--- config.mk ---
export PLATFORM = sky130hd
export DESIGN_NAME = scl_baud_gen
export DESIGN_NICKNAME = d
export VERILOG_FILES = /design/src/rtl/bgen_pkg.sv /design/src/rtl/bgen_ctrl.sv /design/src/rtl/bgen_counter.sv /design/src/rtl/bgen_scl.sv /design/src/rtl/scl_baud_gen.sv
export SDC_FILE = /design/constraint.sdc
export NUM_CORES = 1
export LEC_CHECK = 0
export BUFFER_PORTS_ARGS = -buffer_cell sky130_fd_sc_hd__buf_4
export CAP_MARGIN = 40
export CORE_UTILIZATION = 30
export CTS_CLUSTER_SIZE = 12
export DETAILED_ROUTE_END_ITERATION = 6
export PLACE_DENSITY = 0.58
export SYNTH_ARGS = -nofsm -noshare
export SYNTH_HDL_FRONTEND = slang
export SYNTH_SLANG_ARGS = --single-unit
export TNS_END_PERCENT = 100
--- constraint.sdc ---
create_clock -name clk_i -period 2.36 [get_ports clk_i]
set_clock_uncertainty 0.05 [all_clocks]
set_input_delay 0.118 -clock clk_i [delete_from_list [all_inputs] [get_ports clk_i]]
set_output_delay 0.118 -clock clk_i [all_outputs]
set_load 0.01 [all_outputs]
--- src/rtl/bgen_pkg.sv ---
package bgen_pkg;
  localparam int unsigned RLD_W_DEF = 7;
  localparam int unsigned REG_W_DEF = 8;

  typedef enum logic {
    GEN_IDLE = 1'b0,
    GEN_RUN  = 1'b1
  } gen_state_e;
endpackage

--- src/rtl/bgen_ctrl.sv ---
module bgen_ctrl (
  input  logic clk_i,
  input  logic rst_ni,
  input  logic start_i,
  input  logic done_i,
  input  logic reload_ok_i,
  output logic run_o,
  output logic load_o,
  output logic err_o
);
  import bgen_pkg::*;

  gen_state_e state_q, state_d;
  logic       err_q, err_d;

  always_comb begin
    state_d = state_q;
    err_d   = err_q;
    if (start_i) begin
      if (reload_ok_i) begin
        state_d = GEN_RUN;
        err_d   = 1'b0;
      end else begin
        state_d = GEN_IDLE;
        err_d   = 1'b1;
      end
    end else if (done_i) begin
      state_d = GEN_IDLE;
    end
  end

  always_ff @(posedge clk_i or negedge rst_ni) begin
    if (!rst_ni) begin
      state_q <= GEN_IDLE;
      err_q   <= 1'b0;
    end else begin
      state_q <= state_d;
      err_q   <= err_d;
    end
  end

  assign run_o  = (state_q == GEN_RUN);
  assign load_o = start_i && reload_ok_i;
  assign err_o  = err_q;
endmodule

--- src/rtl/bgen_counter.sv ---
module bgen_counter #(
  parameter int unsigned RLD_W = 7
) (
  input  logic             clk_i,
  input  logic             rst_ni,
  input  logic             tick_i,
  input  logic             run_i,
  input  logic             hold_i,
  input  logic             load_i,
  input  logic [RLD_W-1:0] value_i,
  output logic             roll_o
);
  localparam logic [RLD_W-1:0] CNT_ZERO = '0;
  localparam logic [RLD_W-1:0] CNT_ONE  = {{(RLD_W-1){1'b0}}, 1'b1};

  logic [RLD_W-1:0] cnt_q, cnt_d;
  logic [RLD_W-1:0] rld_q, rld_d;
  logic [RLD_W-1:0] next_rld;
  logic             step_en;
  logic             at_zero;
  logic             cnt_en;

  assign step_en  = run_i && tick_i && !hold_i && !load_i;
  assign at_zero  = (cnt_q == CNT_ZERO);
  assign roll_o   = step_en && at_zero;
  assign next_rld = (value_i != CNT_ZERO) ? value_i : rld_q;
  assign cnt_en   = load_i || step_en;

  always_comb begin
    cnt_d = cnt_q;
    rld_d = rld_q;
    if (load_i) begin
      cnt_d = value_i;
      rld_d = value_i;
    end else if (roll_o) begin
      cnt_d = next_rld;
      rld_d = next_rld;
    end else if (step_en) begin
      cnt_d = cnt_q - CNT_ONE;
    end
  end

  always_ff @(posedge clk_i or negedge rst_ni) begin
    if (!rst_ni) begin
      cnt_q <= '0;
      rld_q <= '0;
    end else if (cnt_en) begin
      cnt_q <= cnt_d;
      rld_q <= rld_d;
    end
  end
endmodule

--- src/rtl/bgen_scl.sv ---
module bgen_scl (
  input  logic clk_i,
  input  logic rst_ni,
  input  logic roll_i,
  output logic scl_o,
  output logic half_o
);
  logic scl_q, scl_d;
  logic half_q, half_d;

  always_comb begin
    scl_d  = roll_i ? ~scl_q : scl_q;
    half_d = roll_i;
  end

  always_ff @(posedge clk_i or negedge rst_ni) begin
    if (!rst_ni) begin
      scl_q  <= 1'b1;
      half_q <= 1'b0;
    end else begin
      scl_q  <= scl_d;
      half_q <= half_d;
    end
  end

  assign scl_o  = scl_q;
  assign half_o = half_q;
endmodule

--- src/rtl/scl_baud_gen.sv ---
module scl_baud_gen #(
  parameter int unsigned RLD_W = bgen_pkg::RLD_W_DEF,
  parameter int unsigned REG_W = bgen_pkg::REG_W_DEF
) (
  input  logic             clk_i,
  input  logic             rst_ni,
  input  logic             tick_en_i,
  input  logic [REG_W-1:0] reload_reg_i,
  input  logic             start_i,
  input  logic             done_i,
  output logic             scl_o,
  output logic             half_tick_o,
  output logic             cfg_err_o
);
  logic [RLD_W-1:0] reload_val;
  logic             reload_ok;
  logic             run;
  logic             load;
  logic             roll;

  assign reload_val = reload_reg_i[RLD_W-1:0];
  assign reload_ok  = (reload_val != '0);

  bgen_ctrl u_ctrl (
    .clk_i       (clk_i),
    .rst_ni      (rst_ni),
    .start_i     (start_i),
    .done_i      (done_i),
    .reload_ok_i (reload_ok),
    .run_o       (run),
    .load_o      (load),
    .err_o       (cfg_err_o)
  );

  bgen_counter #(.RLD_W(RLD_W)) u_counter (
    .clk_i   (clk_i),
    .rst_ni  (rst_ni),
    .tick_i  (tick_en_i),
    .run_i   (run),
    .hold_i  (done_i),
    .load_i  (load),
    .value_i (reload_val),
    .roll_o  (roll)
  );

  bgen_scl u_scl (
    .clk_i  (clk_i),
    .rst_ni (rst_ni),
    .roll_i (roll),
    .scl_o  (scl_o),
    .half_o (half_tick_o)
  );
endmodule

==> results.txt, run 1 <==
asr flop ratio synth: 100%
Post-synth EDFFs: 0
area delta synth->final: 22.6%
H-Tree Depth: 1
# Post-CTS Setup Buffers: 0
Final Cycle Share: 91.0%
crit path DAT: 2.29 ns
Non-Filler Instances: 158
TNS Setup: 0 ns
layout cells sized above 1: 31.6%
Worst Tran Pin Value: 0.339 ns
Detail Route Antenna Nets: 0
total gr overflow: 0
Setup WS pre-CTS: 0.385 ns
DR vias/cell: 5.03
Max FO, Critical Path: 10
clock sink count: 18
# setup viols final: 0
fin crit period: 2.15 ns
relative max-transition margin: 77.3%
final wirelength: 2.24 mm
drt pass-1 iters: 4
largest family of logic cells by synthesized area: compound AO/OA/AOI/OAI gates
Critical Path Source: reload_reg_i[3]
Area contributors post-synth: dfrtp_1, a22o_1, o21ai_4
# rows: 20
vias in the first global route: 759
initial antenna violation count: 0
Initial Util: 32.2%
RD Place Congestion: 0.764
RR Endpoint: u_counter.cnt_q[4]$_DFFE_PN0P_
VDD IR max: 171 uV
kind of critical path: in2reg
Core Area: 0.00313 mm^2
synthesized flop and latch total: 18
Worst Path Buf+Inv: 3
DR iter-0 viols: 43
Final nets: 129
Worst Hold Depth: 3
GRT Util Overall: 14.2%
Final Hold Fails: 0
Placed Cells: 152
Tot Pwr: 0.682 mW
Crit path depth: 7
max incr delay on CP: 0.60 ns
Ports: 16
Synth Instances: 93
CTS clk-pin slew, worst paths: 0.10 ns
Synth Cell Area: 0.00101 mm^2
run status: finished clean
sequential fraction of the synthesis area: 44.9%
WL per Instance: 14.2 um
clk_lat worst skew: 0.30 ns
Max Slew Vio Count: 0
first-pass GRT wire length: 3.62 mm
Min-Delay Startpoint: reload_reg_i[6]
DRC violations left: 0
Adder-Cell Fraction of Synth Area: 1.24%
startpoint class of the critical path: primary input
Synth cell types: 40
slowest CP cell: or4_4
CTS root buf: clkbuf_4
Die ar.: 0.00359 mm^2
routed vias: 795
worst r2r path cells: 7
RSZ-0062 raised after global routing: no
Worst Hold Class: in2reg
IO buf count: 14
Syn Area/Cell: 10.8 um^2
PD cells: 553 mW/mm^2
CP top delay family: buffers and inverters
largest net degree at the start of global routing: 19
xor and xnor area share after synthesis: 2.61%
Post-Syn Nets: 107
final worst slack: 0.212 ns
Worst setup endpoint: u_counter.rld_q[4]$_DFFE_PN0P_
area leader, netlist: dfrtp_1
Die Ht: 59.9 um
mux share of post-synthesis cell area: 2.24%
CP endpoint kind: register
top-area cell type share of the netlist area: 42.3%
static leakage: 0.528 nW
Clock Path Buffers: 2
Die X: 59.9 um
Yosys warning total: 0
sum of net half-perimeters after detailed placement: 1.65 mm
TritonCTS buffer count: 3
Fmax: 0.466 GHz
Req. time, crit path: 2.51 ns
Top FF cell, synth: dfrtp_1
worst reg2reg path startpoint: u_counter.cnt_q[0]$_DFFE_PN0P_
area fraction in compound gates after synthesis: 26.2%
CTS tree: done
MaxCap Viol Count: 0
cells along the critical path: dlygate4sd3_1, buf_4, or4_4, o21ai_4, o21ai_4, buf_4, a22o_1
Synth Area in Simple Gates: 20.5%
n_diodes: 0
setup slack, reg-to-reg: 0.37 ns
stage by stage:
stage | util, % | hold WS [ns] | area, um^2
after floorplan | - | -0.228 | 1010
after global placement | 37.6 | -0.0477 | 1180
after detailed placement | 37.6 | -0.0444 | 1180
after CTS | 39.4 | 0.0172 | 1230
after global routing | 39.4 | 0.0231 | 1230
final | 39.4 | 0.0185 | 1230
sequential cells by signal, indices dropped and copies added, names as in the netlist:
register	cells
u_scl.scl_o	1
u_counter.rld_q	7
u_ctrl.err_o	1
u_counter.cnt_q	7
u_scl.half_o	1
u_ctrl.run_o	1
power by group:
part | switching, mW | leakage, nW | internal (mW)
Sequential | 0.0214 | 0.217 | 0.336
Combinational | 0.0649 | 0.291 | 0.0598
Clock | 0.106 | 0.0210 | 0.0942
cell type report:
class,instances,area [um^2]
Sequential cell,18,452
Tap cell,44,55.1
Clock buffer,4,36.3
Multi-Input combinational cell,69,532
Inverter,5,18.8
Fill cell,320,1890
Timing Repair Buffer,18,140
Yosys cell counts, types with 2 or more instances:
library cell,n
a21oi_1,5
o21ai_0,2
mux2_2,2
a211o_1,3
nand3_1,2
nand2_1,7
inv_1,5
dfrtp_1,17
nor4b_2,2
nor3_1,3
a22o_1,7
o21ai_4,3
nor2_1,5
a32oi_1,2
xor2_1,2
nand2b_1,2
worst reg2reg max path, delay by kind of cell, from the launching register on:
kind / cells / cell delay (ns)
AND/OR/NAND/NOR: 2 / 0.52
flip-flops: 1 / 0.43
AO/OA/AOI/OAI: 2 / 0.38
multiplexers: 1 / 0.27
adder cells (fa/ha/maj): 1 / 0.18
buffers and inverters: 1 / 0.07
per-layer routing:
metal / GRT usage (%) / wire, um / vias to the layer above / part of all wire (%)
li1: - / - / 394 / -
met1: 18.7 / 1090 / 383 / 48
met2: 22.1 / 1070 / 14 / 48
met3: 1.95 / 47 / 4 / 2.1
met4: 7.97 / 40 / 0 / 1.8
met5: 0 / 0 / - / 0
logic make-up (layout without fill, tap and decap cells):
family | Yosys count | after routing
buf+inv | 6 | 27
mux | 2 | 2
xor+xnor | 3 | 3
compound gates | 32 | 32
flops | 18 | 18
simple gates | 31 | 31
fa+ha+maj | 1 | 1
how the worst min path moves through the flow:
stage                                      to  slack, ns
2_1_floorplan  u_counter.cnt_q[0]$_DFFE_PN0P_      -0.23
3_3_place_gp         u_ctrl.run_o$_DFFE_PN0P_      -0.05
3_5_place_dp   u_counter.cnt_q[1]$_DFFE_PN0P_      -0.04
4_1_cts        u_counter.cnt_q[6]$_DFFE_PN0P_       0.02
5_1_grt        u_counter.cnt_q[6]$_DFFE_PN0P_       0.02
6_report       u_counter.cnt_q[6]$_DFFE_PN0P_       0.02
cells in the final DEF, fill, tap and decap left out, drive strengths merged, types with 3 or more instances in the layout:
| cell | synthesis | routed |
|---|---|---|
| a22o | 7 | 7 |
| nand2 | 8 | 8 |
| buf | 0 | 16 |
| a211o | 3 | 3 |
| dfrtp | 17 | 17 |
| nor2 | 7 | 7 |
| o21ai | 6 | 6 |
| a21oi | 5 | 5 |
| nor3 | 4 | 4 |
| clkbuf | 1 | 4 |
| inv | 5 | 5 |
repair_timing:
action                                  CTS  global route
resized for setup                         0             0
hold endpoints to repair                 19             0
endpoints found under the setup margin    0             0
hold buffers                              2             0
Power figures use the tool's default switching activity.
==> run 2, diff against run 1 <==
- CORE_ASPECT_RATIO: default -> 1.1
==> run 2 against run 1 <==
Against the previous run: non-clock buffer count unchanged; clock power decreased by 17%; combinational power about the same; via count decreased by 2.1%; sequential share of layout area increased by 0.76 points; fmax increased by 7.0%; core utilization decreased by 0.78 points; flip-flop and latch count unchanged; critical path type is now reg2reg; highest routed layer unchanged.
==> results.txt, run 2 (synthesis gave the netlist of run 1 again) <==
run status: finished clean
Worst Path Buf+Inv: 1
Final Util: 38.7%
drt pass-1 iters: 4
# setup viols final: 0
Clock Path Buffers: 2
Max FO, Critical Path: 10
fillers: 324
Core Area: 0.00313 mm^2
Req. time, crit path: 2.50 ns
clock sink count: 18
startpoint class of the critical path: register
kind of critical path: reg2reg
biggest regs: u_counter.cnt_q (7), u_counter.rld_q (7)
DRC violations left: 0
Die ar.: 0.00359 mm^2
H-Tree Depth: 1
Post-CTS Hold Fix Bufs: 1
Worst Hold Class: in2reg
cells along the critical path: inv_1, ha_1, nor4b_2, nand2_2, a311oi_1, o21ai_0, mux2_2
MaxCap Viol Count: 0
RSZ-0062 raised after global routing: no
final wirelength: 2.18 mm
area occupied by multi-input gates: 532 um^2
Register Area: 452 um^2
RD Place Congestion: 0.764
slowest CP cell: dfrtp_1
relative max-transition margin: 77.9%
WL per Instance: 14.7 um
routed vias: 778
layout cells sized above 1: 31.6%
DR vias/cell: 5.26
TNS Setup: 0 ns
CP top delay family: simple AND/OR/NAND/NOR gates
Sw Ratio: 28.7%
switching component of the power: 0.185 mW
vias in the first global route: 768
total gr overflow: 0
GRT Util Overall: 14.2%
Die Ht: 62.7 um
max incr delay on CP: 0.43 ns
first-pass GRT wire length: 3.75 mm
DR iter-0 viols: 30
CP endpoint kind: register
Fmax: 0.498 GHz
Final Cell Area: 0.00121 mm^2
Worst Hold Depth: 3
most frequent cells in the layout: buf_4, dfrtp_1, a22o_1, nand2_1
Seq pwr share: 55.2%
# rows: 21
Pint: 0.461 mW
Final nets: 129
area delta synth->final: 20.1%
VDD IR max: 189 uV
Final Cycle Share: 85.1%
Final Hold Fails: 0
Detail Route Antenna Nets: 0
sum of net half-perimeters after detailed placement: 1.61 mm
PD cells: 535 mW/mm^2
dpl cell area: 0.00117 mm^2
clk_lat worst skew: 0.30 ns
Max Slew Vio Count: 0
initial antenna violation count: 0
TritonCTS buffer count: 3
CTS clk-pin slew, worst paths: 0.11 ns
CTS root buf: clkbuf_4
worst r2r path cells: 7
CTS tree: done
# Post-CTS Setup Buffers: 0
fin crit period: 2.01 ns
largest net degree at the start of global routing: 19
n_diodes: 0
post-CTS sizing: 0
Worst Tran Pin Value: 0.329 ns
Ports: 16
crit path DAT: 2.15 ns
clock network power share: 25.7%
Crit path depth: 7
Initial Util: 32.2%
IO buf count: 14
static leakage: 0.523 nW
Die X: 57.2 um
Gate power share: 19.1%
worst hold slack: 0.00431 ns
run 2: changes by cell type in the layout (fill, tap and decap cells not counted), sizes merged:
cell and delta:
dlygate4sd3 -1, buf +1
run 2: metrics by stage:
step	instances	setup WS (ns)	total power, mW
floorplan	93	0.477	0.433
global placement	143	0.409	0.484
detailed placement	143	0.371	0.486
CTS	148	0.354	0.656
global route	148	0.170	0.687
finish	148	0.353	0.647
run 2: power groups by stage:
stage,logic [mW],registers [mW],clock network (mW)
6_report,0.123,0.357,0.166
5_1_grt,0.138,0.361,0.187
4_1_cts,0.125,0.357,0.174
3_5_place_dp,0.123,0.363,0
3_3_place_gp,0.121,0.362,0
2_1_floorplan,0.0747,0.358,0
run 2: tightest hold or removal path: cells and delay by family:
family	cells	cell delay (ns)
simple gates	1	0.06
buf+inv	1	0.11
compound gates	1	0.05
run 2: layer usage:
metal,up-vias,track usage [%],routed length (um)
met4,0,10.7,76
met5,-,0,0
met2,11,20.7,997
met3,6,3.31,64
li1,393,-,-
met1,368,17.8,1040
run 2: final cells by class:
| class | instances | share of cell area, % |
|---|---|---|
| flip-flops and latches | 18 | 37.4 |
| well taps | 34 | 3.52 |
| clock buffers | 4 | 2.17 |
| inverters | 5 | 1.55 |
| repair buffers | 18 | 11.4 |
| multi-input cells | 69 | 44.0 |
run 2: final timing paths:
| check | startpoint | to | slack, ns |
|---|---|---|---|
| worst max-delay path | u_counter.cnt_q[0]$_DFFE_PN0P_ | u_counter.cnt_q[4]$_DFFE_PN0P_ | 0.35 |
| worst min-delay path | reload_reg_i[3] | u_counter.cnt_q[3]$_DFFE_PN0P_ | 0.004 |
| worst max register to register | u_counter.cnt_q[0]$_DFFE_PN0P_ | u_counter.cnt_q[4]$_DFFE_PN0P_ | 0.35 |
| worst min register to register | u_counter.rld_q[0]$_DFFE_PN0P_ | u_counter.rld_q[0]$_DFFE_PN0P_ | 0.46 |
| max in group asynchronous | rst_ni | u_scl.scl_o$_DFFE_PN1P_ | 1.84 |
| min in group asynchronous | rst_ni | u_ctrl.run_o$_DFFE_PN0P_ | 0.16 |
==> run 3, diff against run 2 <==
- SYNTH_HIERARCHICAL: default -> 1
==> run 3 against run 2 <==
Against the previous run: register-to-register slack lost 0.02 ns; total power rose by 5.1%; core utilization fell by 1.6 points; combinational power about the same; flip-flop and latch count unchanged; non-clock buffer count decreased by 2; wire length increased by 13%; sequential power rose by 1%; setup slack worse by 0.017 ns; critical endpoint is now u_counter/rld_q[2]$_DFFE_PN0P_; largest cell class unchanged.
==> results.txt, run 3 <==
run status: finished clean
relative max-transition margin: 74.4%
Top FF cell, synth: dfrtp_1
DRC violations left: 0
H-Tree Depth: 1
fin crit period: 2.02 ns
DR iter-0 viols: 27
biggest regs: u_counter/cnt_q (7), u_counter/rld_q (7)
layout cells sized above 1: 20.8%
Post-synth EDFFs: 0
GRT Util Overall: 15.5%
first-pass GRT wire length: 4.38 mm
Max FO, Critical Path: 8
Ports: 16
CTS root buf: clkbuf_4
Yosys warning total: 6
area leader, netlist: dfrtp_1
most numerous cell in the Yosys netlist: dfrtp_1
CTS tree: done
routed vias: 911
Post-Syn Nets: 117
Worst Tran Pin Value: 0.384 ns
Initial Util: 31.4%
VDD IR max: 310 uV
Core Area: 0.00330 mm^2
MaxCap Viol Count: 0
Die X: 58.0 um
static leakage: 0.522 nW
# Post-CTS Setup Buffers: 0
vias in the first global route: 919
most frequent cells in the layout: dfrtp_1, buf_4, nand2_1
Final nets: 135
RD Place Congestion: 0.859
clk_lat worst skew: 0.30 ns
CP endpoint kind: register
drt pass-1 iters: 4
# rows: 22
Final Cycle Share: 85.8%
PD cells: 556 mW/mm^2
Die ar.: 0.00369 mm^2
crit path DAT: 2.16 ns
area occupied by multi-input gates: 538 um^2
most frequent standard cell in the layout excluding fill and tap cells: dfrtp_1
largest net degree at the start of global routing: 19
met3 Track Usage GR: 2.26%
fillers: 351
Worst Hold Class: in2reg
Register Area: 452 um^2
n_diodes: 0
TritonCTS buffer count: 3
RSZ-0062 raised after global routing: no
final wirelength: 2.46 mm
Final Hold Fails: 0
Fmax: 0.494 GHz
kind of critical path: reg2reg
Max Slew Vio Count: 0
area delta synth->final: 18.0%
Synth Cell Area: 0.00104 mm^2
sum of net half-perimeters after detailed placement: 1.77 mm
Post-CTS Hold Fix Bufs: 2
DR vias/cell: 5.84
Syn Area/Cell: 10.1 um^2
post-CTS sizing: 0
asr flop ratio synth: 100%
layer with the highest usage: met2
Detail Route Antenna Nets: 0
met2 global-route usage: 24.1%
Synth cell types: 42
Clock Path Buffers: 2
total gr overflow: 0
# setup viols final: 0
CTS clk-pin slew, worst paths: 0.12 ns
clock sink count: 18
TNS Setup: 0 ns
WL per Instance: 15.8 um
top-area cell type share of the netlist area: 41.1%
startpoint class of the critical path: register
synthesized flop and latch total: 18
Die Ht: 63.6 um
Req. time, crit path: 2.50 ns
Area contributors post-synth: dfrtp_1, a22o_1, nand2_1
most frequent cells after synthesis: dfrtp_1, nand2_1, a22o_1, inv_1, nor3_1
sequential fraction of the synthesis area: 43.6%
IO buf count: 14
Synth Instances: 103
met1 usage: 20.9%
Tot Pwr: 0.680 mW
initial antenna violation count: 0
## run 3: final timing paths
path / startpoint / end / slack, ns / cells past startpoint
setup / recovery: u_counter/cnt_q[0]$_DFFE_PN0P_ / u_counter/rld_q[2]$_DFFE_PN0P_ / 0.34 / 6
setup reg to reg: u_counter/cnt_q[0]$_DFFE_PN0P_ / u_counter/rld_q[2]$_DFFE_PN0P_ / 0.34 / 6
min in group asynchronous: rst_ni / u_counter/cnt_q[3]$_DFFE_PN0P_ / 0.16 / 2
max in group asynchronous: rst_ni / u_scl/scl_o$_DFFE_PN1P_ / 1.83 / 2
hold reg to reg: u_counter/rld_q[5]$_DFFE_PN0P_ / u_counter/rld_q[5]$_DFFE_PN0P_ / 0.47 / 1
hold / removal: reload_reg_i[4] / u_counter/rld_q[4]$_DFFE_PN0P_ / 0.03 / 2
## run 3: per-layer routing
metal | part of all wire (%) | up-vias
li1 | - | 432
met1 | 47 | 446
met2 | 47 | 29
met3 | 3.7 | 4
met4 | 1.8 | 0
met5 | 0 | -
## run 3: cell type report
cell class / instances / area share (%)
inverter: 7 / 2.15
clock buffer: 4 / 2.97
sequential: 18 / 36.9
multi-input combinational: 75 / 44.0
timing repair buffer: 16 / 10.2
tap: 36 / 3.68
## run 3: kinds of logic (layout without fill, tap and decap cells)
group	after synthesis	count (layout)	share of synthesized area, %
AND/OR/NAND/NOR	39	39	23.3
AO/OA/AOI/OAI	30	30	22.9
flip-flops	18	18	43.6
buffers and inverters	10	27	4.47
XOR/XNOR	3	3	2.54
multiplexers	2	2	1.93
adder cells (fa/ha/maj)	1	1	1.21
## run 3: where the power goes
part / switching [mW] / internal [mW] / total, mW
clock: 0.103 / 0.0940 / 0.197
sequential: 0.0263 / 0.335 / 0.361
combinational: 0.0635 / 0.0578 / 0.121
## run 3: worst max-delay path, stage by stage (launching register included)
cell and delay (ns):
dfrtp_1 0.44, inv_1 0.08, ha_1 0.21, nor3b_4 0.29
and2_1 0.38, a31oi_2 0.25, a22o_1 0.24
## run 3: through the flow
| step | setup slack [ns] | util, % | instances | instance area, um^2 | hold WS [ns] |
|---|---|---|---|---|---|
| final | 0.336 | 37.0 | 156 | 1220 | 0.0256 |
| after global routing | 0.147 | 37.0 | 156 | 1220 | 0.0198 |
| after CTS | 0.330 | 37.0 | 156 | 1220 | 0.0143 |
| after detailed placement | 0.336 | 35.3 | 150 | 1170 | -0.0444 |
| after global placement | 0.371 | 35.3 | 150 | 1170 | -0.0444 |
| after floorplan | 0.631 | - | 103 | 1040 | -0.228 |
